<file path="config.mk">
export PLATFORM = sky130hd
export DESIGN_NAME = tone_alert_qualifier
export DESIGN_NICKNAME = d
export VERILOG_FILES = /design/src/rtl/tdq_pkg.sv /design/src/rtl/tdq_guard.sv /design/src/rtl/tdq_pulse_eval.sv /design/src/rtl/tone_alert_qualifier.sv
export SDC_FILE = /design/constraint.sdc
export NUM_CORES = 1
export LEC_CHECK = 0
export BUFFER_PORTS_ARGS = -buffer_cell sky130_fd_sc_hd__buf_2
export CAP_MARGIN = 20
export CORE_AREA = 2 2 83 85
export CTS_CLUSTER_DIAMETER = 30
export DETAILED_ROUTE_END_ITERATION = 10
export DIE_AREA = 0 0 85 87
export GPL_ROUTABILITY_DRIVEN = 1
export MAX_ROUTING_LAYER = met4
export PLACE_DENSITY_LB_ADDON = 0.15
export SLEW_MARGIN = 0
export SYNTH_ARGS = -nofsm -noshare
export SYNTH_HDL_FRONTEND = slang
export SYNTH_SLANG_ARGS = --single-unit
</file>
<file path="constraint.sdc">
create_clock -name clk_i -period 8.13 [get_ports clk_i]
set_input_delay 0.813 -clock clk_i [delete_from_list [all_inputs] [get_ports clk_i]]
set_output_delay 0.813 -clock clk_i [all_outputs]
set_load 0.02 [all_outputs]
</file>
<file path="src/rtl/tdq_pkg.sv">
package tdq_pkg;

  // Qualification state of the guard integrator.
  typedef enum logic {
    G_IDLE = 1'b0,
    G_HELD = 1'b1
  } guard_e;

endpackage

</file>
<file path="src/rtl/tdq_guard.sv">
module tdq_guard
  import tdq_pkg::*;
#(
  parameter int GW = 8
) (
  input  logic          clk_i,
  input  logic          rst_ni,
  input  logic          en_i,
  input  logic          tick_i,
  input  logic          tone_i,
  input  logic [GW-1:0] pres_i,
  input  logic [GW-1:0] abs_i,
  output logic          held_o,
  output logic          rel_o
);

  localparam logic [GW-1:0] ONE = GW'(1);

  guard_e        st_q, st_d;
  logic [GW-1:0] cnt_q, cnt_d;
  logic [GW-1:0] pres_eff, abs_eff;
  logic          rel;

  assign pres_eff = (pres_i == '0) ? ONE : pres_i;
  assign abs_eff  = (abs_i  == '0) ? ONE : abs_i;

  // Next-state logic for the tick-driven integrator.
  always_comb begin
    st_d  = st_q;
    cnt_d = cnt_q;
    rel   = 1'b0;
    if (!en_i) begin
      st_d  = G_IDLE;
      cnt_d = '0;
    end else if (tick_i) begin
      unique case (st_q)
        G_IDLE: begin
          if (tone_i) begin
            if (cnt_q >= pres_eff - ONE) begin
              st_d  = G_HELD;
              cnt_d = abs_eff;
            end else begin
              cnt_d = cnt_q + ONE;
            end
          end else if (cnt_q != '0) begin
            cnt_d = cnt_q - ONE;
          end
        end
        G_HELD: begin
          if (!tone_i) begin
            if (cnt_q <= ONE) begin
              st_d  = G_IDLE;
              cnt_d = '0;
              rel   = 1'b1;
            end else begin
              cnt_d = cnt_q - ONE;
            end
          end else if (cnt_q >= abs_eff) begin
            cnt_d = abs_eff;
          end else begin
            cnt_d = cnt_q + ONE;
          end
        end
        default: begin
          st_d  = G_IDLE;
          cnt_d = '0;
        end
      endcase
    end
  end

  always_ff @(posedge clk_i or negedge rst_ni) begin
    if (!rst_ni) begin
      st_q  <= G_IDLE;
      cnt_q <= '0;
    end else begin
      st_q  <= st_d;
      cnt_q <= cnt_d;
    end
  end

  assign held_o = (st_q == G_HELD);
  assign rel_o  = rel;

  // disable clears the qualified state at the next edge
  a_r1_disable_clears: assert property (@(posedge clk_i) disable iff (!rst_ni)
    !en_i |=> !held_o);

  // no tick, no change of state
  a_r6_no_tick_stable: assert property (@(posedge clk_i) disable iff (!rst_ni)
    (en_i && !tick_i) |=> ($stable(held_o) && $stable(cnt_q)));

  // tone present while held never releases
  a_r5_held_with_tone: assert property (@(posedge clk_i) disable iff (!rst_ni)
    (en_i && tick_i && tone_i && held_o) |=> held_o);

  // qualification only on a tick with tone present
  a_r2_rise_needs_tone: assert property (@(posedge clk_i) disable iff (!rst_ni)
    (!held_o && !(en_i && tick_i && tone_i)) |=> !held_o);

  // integrator never exceeds the loaded absent value while held
  a_r4_cnt_bounded: assert property (@(posedge clk_i) disable iff (!rst_ni)
    (held_o && en_i && tick_i && $stable(abs_i)) |=> (cnt_q <= abs_eff));

endmodule

</file>
<file path="src/rtl/tdq_pulse_eval.sv">
module tdq_pulse_eval #(
  parameter int DW = 12
) (
  input  logic          clk_i,
  input  logic          rst_ni,
  input  logic          en_i,
  input  logic          tick_i,
  input  logic          tone_i,
  input  logic          held_i,
  input  logic          rel_i,
  input  logic [DW-1:0] min_i,
  input  logic [DW-1:0] max_i,
  input  logic [DW-1:0] gap_i,
  output logic          valid_o
);

  localparam logic [DW-1:0] ONE  = DW'(1);
  localparam logic [DW-1:0] SATV = '1;

  logic [DW-1:0] dur_q, dur_d, gap_q, gap_d, dur_inc;
  logic          bad_q, bad_d, over_q, over_d, valid_q, valid_d;

  assign dur_inc = (dur_q == SATV) ? SATV : dur_q + ONE;

  // Length, dropout and verdict next-state logic.
  always_comb begin
    dur_d   = dur_q;
    gap_d   = gap_q;
    bad_d   = bad_q;
    over_d  = over_q;
    valid_d = 1'b0;
    if (!en_i) begin
      dur_d  = '0;
      gap_d  = '0;
      bad_d  = 1'b0;
      over_d = 1'b0;
    end else if (tick_i) begin
      if (!held_i) begin
        dur_d  = '0;
        gap_d  = '0;
        bad_d  = 1'b0;
        over_d = 1'b0;
      end else begin
        dur_d  = dur_inc;
        over_d = over_q | (dur_inc > max_i);
        if (tone_i) begin
          if (gap_q > gap_i) begin
            bad_d = 1'b1;
          end
          gap_d = '0;
        end else if (gap_q != SATV) begin
          gap_d = gap_q + ONE;
        end
        if (rel_i) begin
          valid_d = (dur_inc >= min_i) && !over_d && !bad_q;
          dur_d   = '0;
          gap_d   = '0;
          bad_d   = 1'b0;
          over_d  = 1'b0;
        end
      end
    end
  end

  always_ff @(posedge clk_i or negedge rst_ni) begin
    if (!rst_ni) begin
      dur_q   <= '0;
      gap_q   <= '0;
      bad_q   <= 1'b0;
      over_q  <= 1'b0;
      valid_q <= 1'b0;
    end else begin
      dur_q   <= dur_d;
      gap_q   <= gap_d;
      bad_q   <= bad_d;
      over_q  <= over_d;
      valid_q <= valid_d;
    end
  end

  assign valid_o = valid_q;

  // strobe lasts a single cycle
  a_r7_strobe_single: assert property (@(posedge clk_i) disable iff (!rst_ni)
    valid_o |=> !valid_o);

  // strobe only coincides with the falling guard state
  a_r7_strobe_at_release: assert property (@(posedge clk_i) disable iff (!rst_ni)
    valid_o |-> (!held_i && $past(held_i)));

  // a pulse already over length never yields a strobe
  a_r8_over_blocks: assert property (@(posedge clk_i) disable iff (!rst_ni)
    (over_q && en_i && $stable(max_i)) |=> !valid_o);

  // a recorded long dropout never yields a strobe
  a_r9_gap_blocks: assert property (@(posedge clk_i) disable iff (!rst_ni)
    bad_q |=> !valid_o);

endmodule

</file>
<file path="src/rtl/tone_alert_qualifier.sv">
module tone_alert_qualifier #(
  parameter int GW = 8,
  parameter int DW = 12
) (
  input  logic          clk_i,
  input  logic          rst_ni,
  input  logic          enable_i,
  input  logic          tick_ms_i,
  input  logic          tone_est_i,
  input  logic [GW-1:0] present_guard_i,
  input  logic [GW-1:0] absent_guard_i,
  input  logic [DW-1:0] min_len_i,
  input  logic [DW-1:0] max_len_i,
  input  logic [DW-1:0] max_gap_i,
  output logic          guard_o,
  output logic          std_no,
  output logic          valid_o
);

  logic held, rel;

  tdq_guard #(.GW(GW)) u_guard (
    .clk_i  (clk_i),
    .rst_ni (rst_ni),
    .en_i   (enable_i),
    .tick_i (tick_ms_i),
    .tone_i (tone_est_i),
    .pres_i (present_guard_i),
    .abs_i  (absent_guard_i),
    .held_o (held),
    .rel_o  (rel)
  );

  tdq_pulse_eval #(.DW(DW)) u_eval (
    .clk_i   (clk_i),
    .rst_ni  (rst_ni),
    .en_i    (enable_i),
    .tick_i  (tick_ms_i),
    .tone_i  (tone_est_i),
    .held_i  (held),
    .rel_i   (rel),
    .min_i   (min_len_i),
    .max_i   (max_len_i),
    .gap_i   (max_gap_i),
    .valid_o (valid_o)
  );

  assign guard_o = held;
  assign std_no  = ~held;

  // disabled block shows idle outputs at the next edge
  a_r1_disabled_outputs: assert property (@(posedge clk_i) disable iff (!rst_ni)
    !enable_i |=> (std_no && !guard_o && !valid_o));

  // leaving the enabled state mid-pulse never strobes
  a_r10_no_strobe_on_disable: assert property (@(posedge clk_i) disable iff (!rst_ni)
    (!enable_i && guard_o) |=> !valid_o);

endmodule

</file>
==> key figures <==
CTS
  – # Post-CTS Setup Buffers: 0
  – Post-CTS sizing: 0
  – Worst-case clock buffer depth: 2
  – Clk Latency, worst-skew pair: about 0.29 ns
  – Deepest level of the CTS H-tree: 2
  – Clock transition at the register clock pins on the worst setup and hold paths after CTS: 0.08 ns
  – CTS tree: yes
  – Sink count of the clock tree: 36
  – Root buf cell: sky130_fd_sc_hd__clkbuf_8
  – Num CTS Buffers: 5
  – Cts-stage hold buffer count: 0

Worst setup path
  – FF-to-FF Start: u_eval.dur_q[0]$_DFFE_PN0P_
  – Crit Path Class: primary input to register
  – Element type at the critical path start: primary input
  – Category of the worst setup path capture point: register
  – End of the worst register-to-register path: u_eval.valid_o$_DFF_PN0_
  – Worst EP required: 8.33 ns
  – R2r worst-path depth: 12
  – Largest fanout of any net on the critical path: 9
  – Flop-to-flop setup slack: around 4.7 ns
  – CP Data Arrival Time: 3.65 ns

Global routing
  – Global route total overflow: 0
  – Antenna violations before repair: 0
  – Pin count of the biggest net entering global routing: 37
  – All-layer global routing usage: 0.252
  – First-pass GRT wire length: between 10 and 15 mm
  – Vias in the first global route: about 3400

Logic synthesis
  – Post-synth EDFFs: 0
  – Most used flip-flop cell after synthesis: sky130_fd_sc_hd__dfrtp_1
  – Portion of the post-synthesis area used by sequential elements: 0.238
  – List of most frequent post-synthesis cells: 59 x sky130_fd_sc_hd__ha_1, 55 x sky130_fd_sc_hd__inv_1, 36 x sky130_fd_sc_hd__a21oi_1, 36 x sky130_fd_sc_hd__dfrtp_1, 35 x sky130_fd_sc_hd__nand2_1
  – Top cell type's share of synthesized area: 0.238
  – Net count of the mapped netlist: 581
  – Number of distinct library cell variants in the gate-level netlist after synthesis: between 50 and 60
  – Cell taking the most area after synthesis: sky130_fd_sc_hd__dfrtp_1
  – Post-synth design cell area: 0.00378 mm²
  – Average cell area after synthesis: ~8.1 µm²
  – Synth Instances: approximately 470
  – Count of synthesis-stage warnings from yosys: 0
  – Top post-synthesis cells by area: sky130_fd_sc_hd__dfrtp_1 24%, sky130_fd_sc_hd__ha_1 20%, sky130_fd_sc_hd__inv_1 5.5%
  – Synth async-reset ratio: 1.00
  – Post-synthesis sequential element count: 36
  – Cell with the most instances after synthesis: sky130_fd_sc_hd__ha_1

Status
  – Result of the run: completed

Routing
  – DRC Markers: 0
  – Total via count after detailed routing: between 3000 and 4000
  – Initial DRC Count: 205
  – Highest routed metal layer: met4
  – Met2 Wirelength: around 4.1 mm
  – Avg WL per Cell: 14.2 µm
  – Length of the first detailed-routing pass in iterations: 5
  – Antenna Violating Nets Remaining: 0
  – Vias per Instance: 5.85
  – Total routed wirelength: 8.50 mm
  – Met3 wirelength from detailed routing: roughly 370 µm
  – DRT met1 WL: 3.97 mm

Floorplan
  – Top-level I/O count: 60
  – Die ar.: roughly 0.0074 mm²
  – Die Ht: 87 µm
  – Floorplan Core Area: about 0.0066 mm²
  – X dimension of the die: 85 µm
  – Starting density of the core: 0.576
  – FP Rows: 30

Timing
  – Sum of negative setup slack: 0 ns
  – Max transition margin: 0.379
  – Slew at the pin closest to its max-slew limit: 0.926 ns
  – Time the worst path needs with I/O delays and setup: 3.45 ns
  – Period utilization: 0.425
  – Clk_skew: 0.0119 ns
  – Count of final max-slew check failures: 0
  – Highest clock frequency the design can meet: just under 300 MHz
  – Setup violation total in the final timing report: 0
  – Hold Fails Final Rpt: 0
  – Setup repair after global routing missed its margin: false

Hold path
  – Kind of path behind the tightest hold check: register to register
  – Worst Hold Path Cells: 2
  – End point of the most critical hold path: u_eval.over_q$_DFFE_PN0P_
  – Startpoint of the lowest-slack hold path: u_eval.over_q$_DFFE_PN0P_

Pwr
  – Maximum VDD drop: 251 µV
  – Power density over the cells: between 150 and 200 mW/mm²
  – Static Leakage: approximately 2.2 nW
  – Final Total Pwr: between 0.0007 and 0.0008 W

Cells and area
  – Proportion of layout cells with a drive suffix above 1: 0.151
  – Fillers: 616
  – Footprint of the flip-flops and latches: 901 µm²
  – Area growth from synthesis to layout: 10.8%
  – Nets@finish: 633
  – Multi-input gate area: 0.00260 mm²
  – Diodes inserted: 0

Placed design
  – Port Buf Inserts: 59
  – Weighted congestion reported at the end of routability-driven placement: 0.895
  – Post-DP HPWL: 6.73 mm

Flow run
  – Max Cap Violations: 0
## critical path: stages
cell and delay (ns):
sky130_fd_sc_hd__buf_2 0.12, sky130_fd_sc_hd__nor2_1 0.17, sky130_fd_sc_hd__nand3_1 0.11, sky130_fd_sc_hd__o21bai_1 0.19, sky130_fd_sc_hd__inv_1 0.11, sky130_fd_sc_hd__ha_1 0.22, sky130_fd_sc_hd__nand2_1 0.10, sky130_fd_sc_hd__or3_1 0.12
sky130_fd_sc_hd__xor2_1 0.15, sky130_fd_sc_hd__ha_1 0.24, sky130_fd_sc_hd__nand2_1 0.07, sky130_fd_sc_hd__o21ai_0 0.08, sky130_fd_sc_hd__a31oi_1 0.28, sky130_fd_sc_hd__mux2_2 0.37, sky130_fd_sc_hd__mux2_1 0.35, sky130_fd_sc_hd__o221ai_1 0.17
## logic make-up after synthesis
group           synth area share
mux                       0.0291
flops                      0.238
xor+xnor                  0.0602
compound gates             0.205
fa+ha+maj                  0.195
buf+inv                   0.0735
simple gates               0.199
## area by class of cell
cell class | instances | area share
clock buffer | 7 | 0.0182
clock inverter | 1 | 0.00209
inverter | 55 | 0.0493
multi-input combinational | 360 | 0.621
sequential | 36 | 0.215
tap | 80 | 0.0239
timing repair buffer | 59 | 0.0705
## per-layer routing
layer | vias up | global-route usage
met5 | - | -
met4 | 0 | 0.0664
met3 | 7 | 0.0303
met2 | 70 | 0.418
met1 | 1652 | 0.327
li1 | 1770 | -
## cells in the final DEF (no fill, tap or decap), types with 2 or more instances in the layout
master,instances
sky130_fd_sc_hd__clkbuf_8,5
sky130_fd_sc_hd__a21oi_1,36
sky130_fd_sc_hd__o211ai_1,2
sky130_fd_sc_hd__o21ai_0,30
sky130_fd_sc_hd__and2_1,3
sky130_fd_sc_hd__clkbuf_1,2
sky130_fd_sc_hd__or2_1,2
sky130_fd_sc_hd__nand4_1,15
sky130_fd_sc_hd__nand2_1,35
sky130_fd_sc_hd__and3_1,8
sky130_fd_sc_hd__or3_1,7
sky130_fd_sc_hd__buf_2,59
sky130_fd_sc_hd__a22o_1,11
sky130_fd_sc_hd__nand3_1,16
sky130_fd_sc_hd__xor2_1,12
sky130_fd_sc_hd__a21o_1,7
sky130_fd_sc_hd__xnor2_1,14
sky130_fd_sc_hd__or4_1,3
sky130_fd_sc_hd__nand2b_1,7
sky130_fd_sc_hd__a2111o_1,2
sky130_fd_sc_hd__o31ai_1,4
sky130_fd_sc_hd__nor3_1,6
sky130_fd_sc_hd__mux2i_1,5
sky130_fd_sc_hd__inv_1,55
sky130_fd_sc_hd__nor2b_1,5
sky130_fd_sc_hd__o21ai_1,8
sky130_fd_sc_hd__nor2_1,27
sky130_fd_sc_hd__o221ai_1,3
sky130_fd_sc_hd__ha_1,59
sky130_fd_sc_hd__dfrtp_1,36
sky130_fd_sc_hd__a31oi_1,5
sky130_fd_sc_hd__mux2_2,3
sky130_fd_sc_hd__nor4_1,2
## sequential cells by signal (all words and copies together), names as in the netlist
signal / count
u_eval.bad_q: 1
u_eval.dur_q: 12
u_eval.gap_q: 12
u_eval.over_q: 1
u_eval.valid_o: 1
u_guard.cnt_q: 8
u_guard.held_o: 1
## stage by stage
step	util	hold slack (ns)	cell area (µm²)	worst slack, ns	cells
2_1_floorplan	-	0.483	3780	4.76	465
3_3_place_gp	0.625	0.505	4110	4.51	590
3_5_place_dp	0.625	0.527	4110	4.43	590
4_1_cts	0.638	0.545	4190	4.71	598
5_1_grt	0.638	0.584	4190	4.42	598
6_report	0.638	0.543	4190	4.68	598
## power by group
group / switching [W] / leakage [nW] / internal, W
logic: 0.000206 / 1.70 / 0.000169
clock network: 0.0000677 / 0.0424 / 0.0000613
registers: 0.0000572 / 0.500 / 0.000197
## worst max-delay path by stage
stage                             startpoint  cells past startpoint                           end  slack, ns
final                     present_guard_i[2]                     16  u_guard.cnt_q[6]$_DFFE_PN0P_       4.68
after global routing      present_guard_i[3]                     16  u_guard.cnt_q[6]$_DFFE_PN0P_       4.42
after CTS                 present_guard_i[3]                     16  u_guard.cnt_q[6]$_DFFE_PN0P_       4.71
after detailed placement  present_guard_i[3]                     16  u_guard.cnt_q[6]$_DFFE_PN0P_       4.43
after global placement    present_guard_i[3]                     16  u_guard.cnt_q[6]$_DFFE_PN0P_       4.51
after floorplan           present_guard_i[1]                     16  u_guard.cnt_q[1]$_DFFE_PN0P_       4.76
(Power assumes the default switching activity.)
